--- src/rtl/burst_pkg.sv ---
package burst_pkg;

  typedef enum logic [1:0] {
    TR_IDLE   = 2'b00,
    TR_BUSY   = 2'b01,
    TR_NONSEQ = 2'b10,
    TR_SEQ    = 2'b11
  } htrans_e;

  typedef enum logic [1:0] {
    DP_NONE,
    DP_WRITE,
    DP_RDREQ,
    DP_RDWAIT
  } dphase_e;

  // Control carried from address phase into data phase.
  typedef struct packed {
    logic       write;
    logic [2:0] size;
  } beat_ctl_t;

  // Beats per burst; zero means open length.
  function automatic logic [4:0] burst_beats(input logic [2:0] code);
    case (code)
      3'd0:       return 5'd1;
      3'd1:       return 5'd0;
      3'd2, 3'd3: return 5'd4;
      3'd4, 3'd5: return 5'd8;
      default:    return 5'd16;
    endcase
  endfunction

  // Even nonzero codes wrap.
  function automatic logic burst_wraps(input logic [2:0] code);
    return (code != 3'd0) && !code[0];
  endfunction

endpackage

--- src/rtl/burst_addr_gen.sv ---
module burst_addr_gen #(
  parameter int ADDR_W = 32
) (
  input  logic              clk,
  input  logic              rst_n,
  input  logic              hsel,
  input  logic              bus_ready,
  input  logic [1:0]        htrans,
  input  logic [2:0]        hburst,
  input  logic [2:0]        hsize,
  input  logic              hwrite,
  input  logic [ADDR_W-1:0] haddr,
  input  logic              size_ok,
  output logic              beat_accept,
  output logic              seq_accept,
  output logic [ADDR_W-1:0] beat_addr,
  output burst_pkg::beat_ctl_t beat_ctl,
  output logic [ADDR_W-1:0] prev_addr,
  output logic [2:0]        run_size,
  output logic [2:0]        run_burst
);
  import burst_pkg::*;

  localparam int CNT_W = 5;

  function automatic logic [ADDR_W-1:0] step_addr(
    input logic [ADDR_W-1:0] a,
    input logic [2:0]        sz,
    input logic [2:0]        code
  );
    logic [ADDR_W-1:0] step;
    logic [ADDR_W-1:0] span;
    logic [ADDR_W-1:0] msk;
    step = ADDR_W'(1) << sz;
    span = ADDR_W'(burst_beats(code)) << sz;
    msk  = span - ADDR_W'(1);
    if (burst_wraps(code)) return (a & ~msk) | ((a + step) & msk);
    else                   return a + step;
  endfunction

  logic              run_q;
  logic [ADDR_W-1:0] addr_q;
  logic [2:0]        size_q;
  logic [2:0]        burst_q;
  logic [CNT_W-1:0]  cnt_q;

  logic              slot;
  logic              is_ns;
  logic              is_sq;
  logic [CNT_W-1:0]  len;
  logic              seq_room;
  logic              ns_accept;
  logic              ends_burst;
  logic [ADDR_W-1:0] next_addr;

  always_comb begin
    slot       = hsel && bus_ready;
    is_ns      = (htrans == TR_NONSEQ);
    is_sq      = (htrans == TR_SEQ);
    len        = burst_beats(burst_q);
    seq_room   = run_q && ((len == '0) || (cnt_q < len));
    ns_accept  = slot && is_ns && size_ok;
    seq_accept = slot && is_sq && size_ok && seq_room;
    beat_accept = ns_accept || seq_accept;
    next_addr  = step_addr(addr_q, size_q, burst_q);
    beat_addr  = ns_accept ? haddr : next_addr;
    beat_ctl.write = hwrite;
    beat_ctl.size  = ns_accept ? hsize : size_q;
    ends_burst = bus_ready &&
                 (!hsel || (htrans == TR_IDLE) || (htrans[1] && !size_ok));
  end

  always_ff @(posedge clk or negedge rst_n) begin
    if (!rst_n) begin
      run_q   <= 1'b0;
      addr_q  <= '0;
      size_q  <= '0;
      burst_q <= '0;
      cnt_q   <= '0;
    end else if (ns_accept) begin
      run_q   <= 1'b1;
      addr_q  <= haddr;
      size_q  <= hsize;
      burst_q <= hburst;
      cnt_q   <= CNT_W'(1);
    end else if (seq_accept) begin
      addr_q <= next_addr;
      if (cnt_q != {CNT_W{1'b1}}) cnt_q <= cnt_q + CNT_W'(1);
    end else if (ends_burst) begin
      run_q <= 1'b0;
    end
  end

  assign prev_addr = addr_q;
  assign run_size  = size_q;
  assign run_burst = burst_q;

endmodule

--- src/rtl/burst_dphase.sv ---
module burst_dphase #(
  parameter int ADDR_W = 32,
  parameter int DATA_W = 32
) (
  input  logic              clk,
  input  logic              rst_n,
  input  logic              beat_accept,
  input  logic [ADDR_W-1:0] beat_addr,
  input  burst_pkg::beat_ctl_t beat_ctl,
  input  logic [DATA_W-1:0] hwdata,
  input  logic              wq_full,
  input  logic              rreq_full,
  input  logic              rdat_empty,
  input  logic [DATA_W-1:0] rdat_data,
  output logic              hready,
  output logic [DATA_W-1:0] hrdata,
  output logic              wq_push,
  output logic [ADDR_W-1:0] wq_addr,
  output logic [DATA_W-1:0] wq_data,
  output logic [2:0]        wq_size,
  output logic              rreq_push,
  output logic [ADDR_W-1:0] rreq_addr,
  output logic [2:0]        rreq_size,
  output logic              rdat_pop,
  output burst_pkg::dphase_e dp_state
);
  import burst_pkg::*;

  dphase_e           st_q;
  logic [ADDR_W-1:0] addr_q;
  logic [2:0]        size_q;

  always_comb begin
    hready    = 1'b1;
    wq_push   = 1'b0;
    rreq_push = 1'b0;
    rdat_pop  = 1'b0;
    hrdata    = '0;
    case (st_q)
      DP_WRITE: begin
        hready  = !wq_full;
        wq_push = !wq_full;
      end
      DP_RDREQ: begin
        hready    = 1'b0;
        rreq_push = !rreq_full;
      end
      DP_RDWAIT: begin
        hready   = !rdat_empty;
        rdat_pop = !rdat_empty;
        hrdata   = rdat_data;
      end
      default: hready = 1'b1;
    endcase
  end

  always_ff @(posedge clk or negedge rst_n) begin
    if (!rst_n) begin
      st_q   <= DP_NONE;
      addr_q <= '0;
      size_q <= '0;
    end else if (hready) begin
      if (beat_accept) begin
        st_q   <= beat_ctl.write ? DP_WRITE : DP_RDREQ;
        addr_q <= beat_addr;
        size_q <= beat_ctl.size;
      end else begin
        st_q <= DP_NONE;
      end
    end else if ((st_q == DP_RDREQ) && !rreq_full) begin
      st_q <= DP_RDWAIT;
    end
  end

  assign wq_addr   = addr_q;
  assign wq_data   = hwdata;
  assign wq_size   = size_q;
  assign rreq_addr = addr_q;
  assign rreq_size = size_q;
  assign dp_state  = st_q;

endmodule

--- src/rtl/burst_slave_seq.sv ---
module burst_slave_seq #(
  parameter int ADDR_W = 32,
  parameter int DATA_W = 32
) (
  input  logic              clk,
  input  logic              rst_n,
  input  logic              hsel,
  input  logic [1:0]        htrans,
  input  logic [2:0]        hburst,
  input  logic [2:0]        hsize,
  input  logic              hwrite,
  input  logic [ADDR_W-1:0] haddr,
  input  logic [DATA_W-1:0] hwdata,
  output logic              hready,
  output logic [DATA_W-1:0] hrdata,
  output logic              wq_push,
  output logic [ADDR_W-1:0] wq_addr,
  output logic [DATA_W-1:0] wq_data,
  output logic [2:0]        wq_size,
  input  logic              wq_full,
  output logic              rreq_push,
  output logic [ADDR_W-1:0] rreq_addr,
  output logic [2:0]        rreq_size,
  input  logic              rreq_full,
  output logic              rdat_pop,
  input  logic [DATA_W-1:0] rdat_data,
  input  logic              rdat_empty
);
  import burst_pkg::*;

  localparam int LANE_LOG = $clog2(DATA_W / 8);
  localparam int SIZE_TOP = (LANE_LOG > 2) ? 2 : LANE_LOG;

  // Named internal events, visible to the bound checker.
  logic              size_ok;
  logic              beat_accept;
  logic              seq_accept;
  logic [ADDR_W-1:0] beat_addr;
  beat_ctl_t         beat_ctl;
  logic [ADDR_W-1:0] gen_prev_addr;
  logic [2:0]        gen_size;
  logic [2:0]        gen_burst;
  dphase_e           dp_state;

  assign size_ok = (hsize <= 3'(SIZE_TOP));

  burst_addr_gen #(.ADDR_W(ADDR_W)) u_gen (
    .clk         (clk),
    .rst_n       (rst_n),
    .hsel        (hsel),
    .bus_ready   (hready),
    .htrans      (htrans),
    .hburst      (hburst),
    .hsize       (hsize),
    .hwrite      (hwrite),
    .haddr       (haddr),
    .size_ok     (size_ok),
    .beat_accept (beat_accept),
    .seq_accept  (seq_accept),
    .beat_addr   (beat_addr),
    .beat_ctl    (beat_ctl),
    .prev_addr   (gen_prev_addr),
    .run_size    (gen_size),
    .run_burst   (gen_burst)
  );

  burst_dphase #(.ADDR_W(ADDR_W), .DATA_W(DATA_W)) u_dp (
    .clk         (clk),
    .rst_n       (rst_n),
    .beat_accept (beat_accept),
    .beat_addr   (beat_addr),
    .beat_ctl    (beat_ctl),
    .hwdata      (hwdata),
    .wq_full     (wq_full),
    .rreq_full   (rreq_full),
    .rdat_empty  (rdat_empty),
    .rdat_data   (rdat_data),
    .hready      (hready),
    .hrdata      (hrdata),
    .wq_push     (wq_push),
    .wq_addr     (wq_addr),
    .wq_data     (wq_data),
    .wq_size     (wq_size),
    .rreq_push   (rreq_push),
    .rreq_addr   (rreq_addr),
    .rreq_size   (rreq_size),
    .rdat_pop    (rdat_pop),
    .dp_state    (dp_state)
  );

endmodule

--- config.mk ---
export PLATFORM = sky130hd
export DESIGN_NAME = burst_slave_seq
export DESIGN_NICKNAME = d
export VERILOG_FILES = /design/src/rtl/burst_pkg.sv /design/src/rtl/burst_addr_gen.sv /design/src/rtl/burst_dphase.sv /design/src/rtl/burst_slave_seq.sv
export SDC_FILE = /design/constraint.sdc
export NUM_CORES = 1
export LEC_CHECK = 0
export CAP_MARGIN = 20
export CORE_ASPECT_RATIO = 1.2
export CORE_UTILIZATION = 47
export CTS_CLUSTER_DIAMETER = 120
export DETAILED_ROUTE_END_ITERATION = 12
export GPL_TIMING_DRIVEN = 0
export HOLD_SLACK_MARGIN = 0.1
export PLACE_DENSITY = 0.95
export SLEW_MARGIN = 20
export SYNTH_ARGS = -nofsm -noshare
export SYNTH_HDL_FRONTEND = slang
export SYNTH_SLANG_ARGS = --single-unit
--- constraint.sdc ---
create_clock -name clk -period 6.2 [get_ports clk]
set_input_delay 1.24 -clock clk [delete_from_list [all_inputs] [get_ports clk]]
set_output_delay 1.24 -clock clk [all_outputs]
set_load 0.1 [all_outputs]
==> impl_metrics.toml, run 1 <==
[yosys]
synth_warnings = 0
yosys.area.top_type = "dfrtp_1"
synth_top_cell_area_share_pct = 34.1
async_flop_share_pct = 100
ys.flop_type = "dfrtp_1"
ys_top_cells_by_area = "dfrtp_1 34%, buf_4 8.7%, nand2_1 6.3%, and3_1 4.5%, o211ai_1 4.3%"
synth-edff-count = 0
netlist-cell-type-count = 67
synth.most_common_cell = "nand2_1"
seq_area_frac_synth_pct = 34.1
synth_common_cells = "100 x nand2_1, 81 x dfrtp_1, 69 x buf_4"
postSynthCellCount = 711
syn-num-nets = 838
ys_seq_elements = 81
syn_area_um2 = 5940
syn_area_per_cell_um2 = 8.36

[global_routing]
grt_overflow_total = 0
grt_max_degree = 45
grt_pass1_wl_um = 30000
first_global_vias = 5983
grtUsageTotal_pct = 28.7
grt_antenna_before_repair = 0

[sta]
setup_viol = 0
slew_violations = 0
rsz0062_at_grt = "false"
hold_viol = 0
worst_pin_slew_ns = 1.03
fin_skew_ns = 0.00595
min_period_over_period_pct = 74.4
hold_ws_ns = 0.514
slew_headroom_pct = 30.8
period_minus_slack_ns = 4.61
setup_tns_ns = 0
fmax_mhz = 217

[worst_setup_path]
cp_num_cells = 5
r2r_setup_slack_ns = 2.37
path_cells = "clkdlybuf4s50_1 > and3b_1 > nor2_1 > inv_1 > clkdlybuf4s50_1"
crit_path_start = "rdat_empty"
path_max_fanout = 7
cp.required_ns = 4.96
r2r_cells = 14
crit_path_end = "hready"
slowest_stage = "clkdlybuf4s50_1"
criticalPathCategory = "primary input to output pin"
crit_arrival_ns = 3.37
worst-path-buf-inv = 3
r2r_end = "u_gen.prev_addr[12]$_DFFE_PN0N_"
cpPeakStageDelay_ns = 0.98
crit_top_cell = "clkdlybuf4s50_1"
reg2reg_from = "u_gen.run_size[1]$_DFF_PN0_"
crit_path_end_kind = "output pin"
start_kind = "primary input"
crit_family = "buffers and inverters"

[cts]
clock-sinks = 81
ctsRootBufferMaster = "clkbuf_16"
cts_buffer_depth = 2
h-tree-depth = 3
path_clk_slew_ns = 0.06
numCtsBuffers = 9
clk_latency_ns = 0.35
cts-resized-gates = 0
ctsHoldBuffers = 0
post-cts-setup-buffers = 0
tritoncts = "done"

[drt]
route.vias.total = 6246
drtIter0Drc = 535
antenna_left = 0
wl_um = 18700
first_pass_iters = 5
drc = 0
vias_per_cell = 5.66
routedWlPerCell_um = 16.9

[final_layout]
seq_area_um2 = 2030
fin_nets = 1066
multi_input_area_um2 = 3180
fillCellCount = 943
area_growth_pct = 45.0
drive_above_1_share_pct = 11.7
antenna_cells = 0

[min_path]
hp-class = "flop to flop"

[run_status]
outcome = "finished clean"

[place]
io_buffers = 216
hpwl_um = 14300
gp_congestion = 0.940

[pwr]
power_leakage_nw = 3.69
cellPowerDensity_nw_per_um2 = 613
ir_worst_vdd_v = 0.000482

[floorplanning]
start_util_pct = 48.6
ios = 249
die_h_um = 125
die_x_um = 105
num_rows = 44
die_area_um2 = 13100
coreArea_um2 = 12200

[flow_run]
cap_violations = 0
==> power by group <==
group	internal [mW]	switching, mW
Combinational	1.07	2.68
Sequential	0.764	0.248
Clock	0.309	0.214
==> state kept, by name (all words and copies together) (netlist names) <==
| register | count |
|---|---|
| u_gen.run_burst | 3 |
| u_gen.run_size | 3 |
| u_dp.rreq_addr | 32 |
| u_dp.rreq_size | 3 |
| u_dp.dp_state | 2 |
| u_gen.cnt_q | 5 |
| u_gen.prev_addr | 32 |
| u_gen.run_q | 1 |
==> cell families after synthesis <==
family / share of synthesized area [%]
AO/OA/AOI/OAI: 19.1
XOR/XNOR: 5.75
adder cells (fa/ha/maj): 3.50
buffers and inverters: 12.3
flip-flops: 34.1
multiplexers: 1.24
AND/OR/NAND/NOR: 24.0
==> how the worst min path moves through the flow <==
| stage | from | slack (ns) | cells after the start | endpoint |
|---|---|---|---|---|
| floorplan | u_gen.run_q$_DFFE_PN0P_ | 0.47 | 1 | u_gen.run_q$_DFFE_PN0P_ |
| global route | u_gen.run_q$_DFFE_PN0P_ | 0.54 | 1 | u_gen.run_q$_DFFE_PN0P_ |
| finish | u_gen.run_q$_DFFE_PN0P_ | 0.51 | 1 | u_gen.run_q$_DFFE_PN0P_ |
| CTS | u_gen.run_q$_DFFE_PN0P_ | 0.51 | 1 | u_gen.run_q$_DFFE_PN0P_ |
| detailed placement | u_gen.run_q$_DFFE_PN0P_ | 0.51 | 1 | u_gen.run_q$_DFFE_PN0P_ |
| global placement | u_gen.run_q$_DFFE_PN0P_ | 0.49 | 1 | u_gen.run_q$_DFFE_PN0P_ |
==> placed cells by master, fill, tap and decap left out, types with 10 or more instances in the layout <==
cell	count
a21oi_1	20
and3_1	43
buf_4	70
clkbuf_1	34
clkdlybuf4s50_1	215
dfrtp_1	81
ha_1	15
nand2_1	100
nand3_1	35
nand4_1	11
nor2_1	39
o211ai_1	34
o21a_1	10
o21ai_0	33
o21ai_1	13
xnor2_1	11
xor2_1	28
==> routing by layer <==
metal  GRT usage [%]  part of all wire [%]
met1            34.7                    38
met2            49.2                    50
met3            5.42                   8.1
met4            13.7                   3.8
met5               0                     0
==> metrics by stage <==
step | instances | area, µm² | utilization [%] | setup slack [ns] | power, mW
after global placement | 1088 | 8310 | 68.0 | 1.05 | 4.67
after floorplan | 711 | 5940 | - | 1.69 | 3.90
after detailed placement | 1089 | 8330 | 68.2 | 1.63 | 4.74
final | 1104 | 8620 | 70.5 | 1.59 | 5.28
after global routing | 1104 | 8620 | 70.5 | 1.49 | 5.51
after CTS | 1104 | 8620 | 70.5 | 1.58 | 5.27
==> final cells by class <==
class,instances,area share [%]
buffer,114,8.12
clock buffer,10,2.66
sequential,81,23.5
inverter,9,0.392
timing repair buffer,217,25.4
clock inverter,5,0.668
tap,161,2.34
multi-input combinational,507,36.9
Power figures use the tool's default switching activity.
==> run 2: changes to the inputs <==
--- a/config.mk
+++ b/config.mk
@@ -7,12 +7,12 @@
 export LEC_CHECK = 0
 export CAP_MARGIN = 20
 export CORE_ASPECT_RATIO = 1.2
-export CORE_UTILIZATION = 47
+export CORE_UTILIZATION = 40
 export CTS_CLUSTER_DIAMETER = 120
 export DETAILED_ROUTE_END_ITERATION = 12
 export GPL_TIMING_DRIVEN = 0
 export HOLD_SLACK_MARGIN = 0.1
-export PLACE_DENSITY = 0.95
+export PLACE_DENSITY = 0.88
 export SLEW_MARGIN = 20
 export SYNTH_ARGS = -nofsm -noshare
 export SYNTH_HDL_FRONTEND = slang
==> constraint.sdc (replaced) <==
create_clock -name clk -period 3.8 [get_ports clk]
set_input_delay 0.76 -clock clk [delete_from_list [all_inputs] [get_ports clk]]
set_output_delay 0.76 -clock clk [all_outputs]
set_load 0.1 [all_outputs]
==> impl_metrics.toml, run 2 (synthesized netlist as in run 1, its figures left out) <==
[run_status]
outcome = "finished clean"

[worst_setup_path]
path_max_fanout = 7
cpPeakStageDelay_ns = 1.00
crit_arrival_ns = 2.92
criticalPathCategory = "primary input to output pin"
start_kind = "primary input"
slowest_stage = "clkdlybuf4s50_1"
crit_top_cell = "clkdlybuf4s50_1"
path_cells = "clkdlybuf4s50_1 > and3b_1 > nor2_1 > inv_1 > clkdlybuf4s50_1"
crit_path_end_kind = "output pin"
cp.required_ns = 3.04

[pwr]
cellPowerDensity_nw_per_um2 = 998
ir_worst_vdd_v = 0.000620
finalPower_mw = 8.67
power_leakage_nw = 3.71

[global_routing]
grt_pass1_wl_um = 29800
first_global_vias = 5842
grtUsageTotal_pct = 24.7
grt_max_degree = 50
grt_overflow_total = 0
grt_antenna_before_repair = 0

[sta]
setup_viol = 0
min_period_over_period_pct = 96.9
slew_violations = 0
slew_headroom_pct = 33.6
rsz0062_at_grt = "false"
hold_viol = 0
worst_pin_slew_ns = 0.971
fmax_mhz = 272
period_minus_slack_ns = 3.68
fin_skew_ns = 0.00829

[final_layout]
fin_nets = 1066
final_cell_mix = "215 x clkdlybuf4s50_1, 100 x nand2_1, 81 x dfrtp_1"
area_growth_pct = 46.2
fin_util_pct = 60.0
drive_above_1_share_pct = 11.9
final_common_cell = "clkdlybuf4s50_1"
antenna_cells = 0

[cts]
h-tree-depth = 3
ctsHoldBuffers = 0
cts_buffer_depth = 2
path_clk_slew_ns = 0.06
ctsRootBufferMaster = "clkbuf_16"
tritoncts = "done"
numCtsBuffers = 9
clk_latency_ns = 0.35
clock-sinks = 81

[floorplanning]
num_rows = 48
start_util_pct = 41.1
die_h_um = 136
die_x_um = 113
coreArea_um2 = 14500
die_area_um2 = 15300
ios = 249

[min_path]
hp-class = "primary input to async pin"

[drt]
routedWlPerCell_um = 16.5
wl_um = 18900
vias_per_cell = 5.40
drtIter0Drc = 433
drc = 0
route.vias.total = 6177
antenna_left = 0
first_pass_iters = 5

[place]
gp_congestion = 0.967
io_buffers = 216
hpwl_um = 14500

[flow_run]
cap_violations = 0
-- run 2: changes by cell type in the layout (fill, tap and decap cells not counted) --
cell        previous run  this run
buf_2                  8         9
clkinvlp_4             3         1
o21a_1                10         9
nor3_2                 0         1
o21a_2                 0         1
clkbuf_8               0         2
clkinv_2               1         0
nor3_1                 7         6
-- run 2: through the flow --
| stage | area (µm²) | setup slack, ns | setup TNS, ns | hold WS, ns | instances |
|---|---|---|---|---|---|
| 4_1_cts | 8680 | 0.104 | 0 | 0.375 | 1143 |
| 2_1_floorplan | 5940 | 0.253 | 0 | 0.464 | 711 |
| 3_5_place_dp | 8380 | -0.0253 | -0.0641 | 0.512 | 1128 |
| 6_report | 8680 | 0.118 | 0 | 0.358 | 1143 |
| 3_3_place_gp | 8350 | -0.920 | -74.19 | 0.489 | 1127 |
| 5_1_grt | 8680 | 0.0372 | 0 | 0.402 | 1143 |
-- run 2: area by class of cell --
class / instances / area (µm²)
clock inverter: 2 / 37.5
sequential: 81 / 2030
buffer: 114 / 701
inverter: 9 / 33.8
fill: 1225 / 5790
tap: 200 / 250
timing repair buffer: 217 / 2190
multi-input combinational: 507 / 3190
clock buffer: 13 / 260
-- run 2: final timing paths --
path                                                 from                              end  slack [ns]  depth (start not counted)
max                                            rdat_empty                           hready        0.12                          5
max reg2reg                u_gen.run_burst[1]$_DFFE_PN0P_    u_dp.rreq_addr[9]$_DFFE_PN0P_        0.26                         10
min                                                 rst_n  u_gen.prev_addr[21]$_DFFE_PN0N_        0.36                          1
min in group clk           u_dp.rreq_addr[20]$_DFFE_PN0P_   u_dp.rreq_addr[20]$_DFFE_PN0P_        0.52                          2
min reg2reg                u_dp.rreq_addr[20]$_DFFE_PN0P_   u_dp.rreq_addr[20]$_DFFE_PN0P_        0.52                          2
max in group asynchronous                           rst_n   u_gen.prev_addr[7]$_DFFE_PN0N_        2.84                          2
-- run 2: what timing repair did --
item                       in CTS  in global routing
setup endpoints to repair       4                 16
gates resized for setup         1                  3
buffers inserted                0                  0
pin swaps                       0                  0
-- run 2: per-layer routing --
metal	vias up	global-route usage (%)	part of all wire, %
met5	-	0	0
met4	0	12.1	3.6
met3	48	3.85	5.9
met2	254	42.0	50
met1	2953	30.6	40
li1	2922	-	-
-- run 2: critical path: cells and delay by family --
family | cells | cell delay [ns]
buffers and inverters | 3 | 1.58
AND/OR/NAND/NOR | 2 | 0.58
-- run 2: report_power, final --
part	switching (mW)	total (mW)	leakage [nW]	internal, mW
combinational	4.37	6.12	2.55	1.76
clock	0.349	0.891	0.142	0.542
sequential	0.407	1.65	1.01	1.25
total	5.12	8.67	3.71	3.54
==> run 3: changes to the inputs <==
==> constraint.sdc (replaced) <==
create_clock -name clk -period 3.26 [get_ports clk]
set_input_delay 0.652 -clock clk [delete_from_list [all_inputs] [get_ports clk]]
set_output_delay 0.652 -clock clk [all_outputs]
set_load 0.1 [all_outputs]
==> impl_metrics.toml, run 3 (synthesized netlist as in run 1, its figures left out) <==
[drt]
antenna_left = 0
routedWlPerCell_um = 16.6
drc = 0
route.vias.total = 6181
m1WireLength_um = 7650
drtIter0Drc = 427
routed-wl-met2_um = 9420
wl_met3_um = 1300
top_layer = "met4"
wl_um = 19000
first_pass_iters = 7
vias_per_cell = 5.41

[sta]
fin_skew_ns = 0.00822
period_minus_slack_ns = 3.22
slew_violations = 0
worst_pin_slew_ns = 1.01
setup_tns_ns = 0
fin_ws_ns = 0.0409
hold_viol = 0
slew_headroom_pct = 32.3
fmax_mhz = 311
min_period_over_period_pct = 98.7
setup_viol = 0

[run_status]
outcome = "finished clean"

[cts]
numCtsBuffers = 9
cts_buffer_depth = 2
ctsRootBufferMaster = "clkbuf_16"
clk_latency_ns = 0.35
clock-sinks = 81
path_clk_slew_ns = 0.06
h-tree-depth = 3
tritoncts = "done"

[pwr]
ir_worst_vdd_v = 0.000547
power_leakage_nw = 4.18
cellPowerDensity_nw_per_um2 = 1160

[worst_setup_path]
crit_arrival_ns = 2.57
start_kind = "flop"
r2r_cells = 13
criticalPathCategory = "flop to output pin"
crit_path_end_kind = "output pin"
cp.required_ns = 2.61
path_max_fanout = 10

[final_layout]
final_common_cell = "clkdlybuf4s50_1"
multi_input_area_um2 = 3260
fillCellCount = 1221
fin_util_pct = 61.2
fin_area_um2 = 8860
fin_nets = 1065
drive_above_1_share_pct = 14.1
area_growth_pct = 49.1
antenna_cells = 0
seq_area_um2 = 2030
final_cell_mix = "193 x clkdlybuf4s50_1, 99 x nand2_1, 81 x dfrtp_1"

[global_routing]
grt_overflow_total = 0
grt_pass1_wl_um = 30100
first_global_vias = 5885
grt_antenna_before_repair = 0
grt_max_degree = 57
grtUsageTotal_pct = 25.1

[flow_run]
cap_violations = 0

[floorplanning]
start_util_pct = 41.1
coreArea_um2 = 14500
die_h_um = 136
num_rows = 48
ios = 249
die_x_um = 113
die_area_um2 = 15300

[place]
gp_congestion = 0.926
dpl_cell_area_um2 = 8380
io_buffers = 216
hpwl_um = 14500
pre_cts_ws_ns = -0.541

[min_path]
hp-class = "primary input to async pin"
-- run 3: path summary, 6_finish.rpt --
check / startpoint / endpoint / slack [ns]
max: u_dp.dp_state[1]$_DFFE_PN0P_ / hrdata[24] / 0.04
min: rst_n / u_gen.prev_addr[13]$_DFFE_PN0N_ / 0.21
max reg2reg: u_gen.run_size[0]$_DFF_PN0_ / u_gen.prev_addr[28]$_DFFE_PN0N_ / 0.14
min reg2reg: u_gen.run_q$_DFFE_PN0P_ / u_gen.run_q$_DFFE_PN0P_ / 0.52
max in group asynchronous: rst_n / u_dp.rreq_addr[9]$_DFFE_PN0P_ / 2.45
min in group clk: u_gen.run_q$_DFFE_PN0P_ / u_gen.run_q$_DFFE_PN0P_ / 0.52
-- run 3: what timing repair did --
action | CTS | global route
endpoints found under the setup margin | 43 | 75
buffers inserted | 0 | 1
pin swaps | 0 | 3
hold buffers | 0 | 0
gates resized for setup | 12 | 53
-- run 3: power breakdown --
group          leakage (nW)  switching, mW  internal (mW)  total (mW)
Sequential             1.01          0.473           1.45        1.92
Clock                 0.156          0.433          0.680        1.11
Combinational          3.01           5.13           2.09        7.21
-- run 3: layout make-up --
class	instances	area share (%)
Buffer	112	8.15
Clock buffer	11	2.63
Clock inverter	5	1.00
Inverter	9	0.381
Multi-Input combinational cell	507	36.8
Sequential cell	81	22.9
Tap cell	200	2.82
Timing Repair Buffer	218	25.4
-- run 3: metrics by stage --
step	power, mW	hold slack (ns)	instances
4_1_cts	10.2	0.219	1143
5_1_grt	10.7	0.241	1143
6_report	10.2	0.206	1143
3_3_place_gp	8.92	0.490	1127
3_5_place_dp	9.03	0.496	1128
2_1_floorplan	7.42	0.356	711
-- run 3: worst max-delay path, stage by stage, from the launching register on --
cell and delay [ns]:
dfrtp_1 0.33, clkbuf_2 0.19, clkbuf_1 0.32, and3_1 0.23, clkdlybuf4s50_1 1.15
-- run 3: per-layer routing --
layer  track usage, %  vias up
li1                 -     2936
met1             30.2     2914
met2             43.3      293
met3             4.92       38
met4             11.2        0
met5                0        -
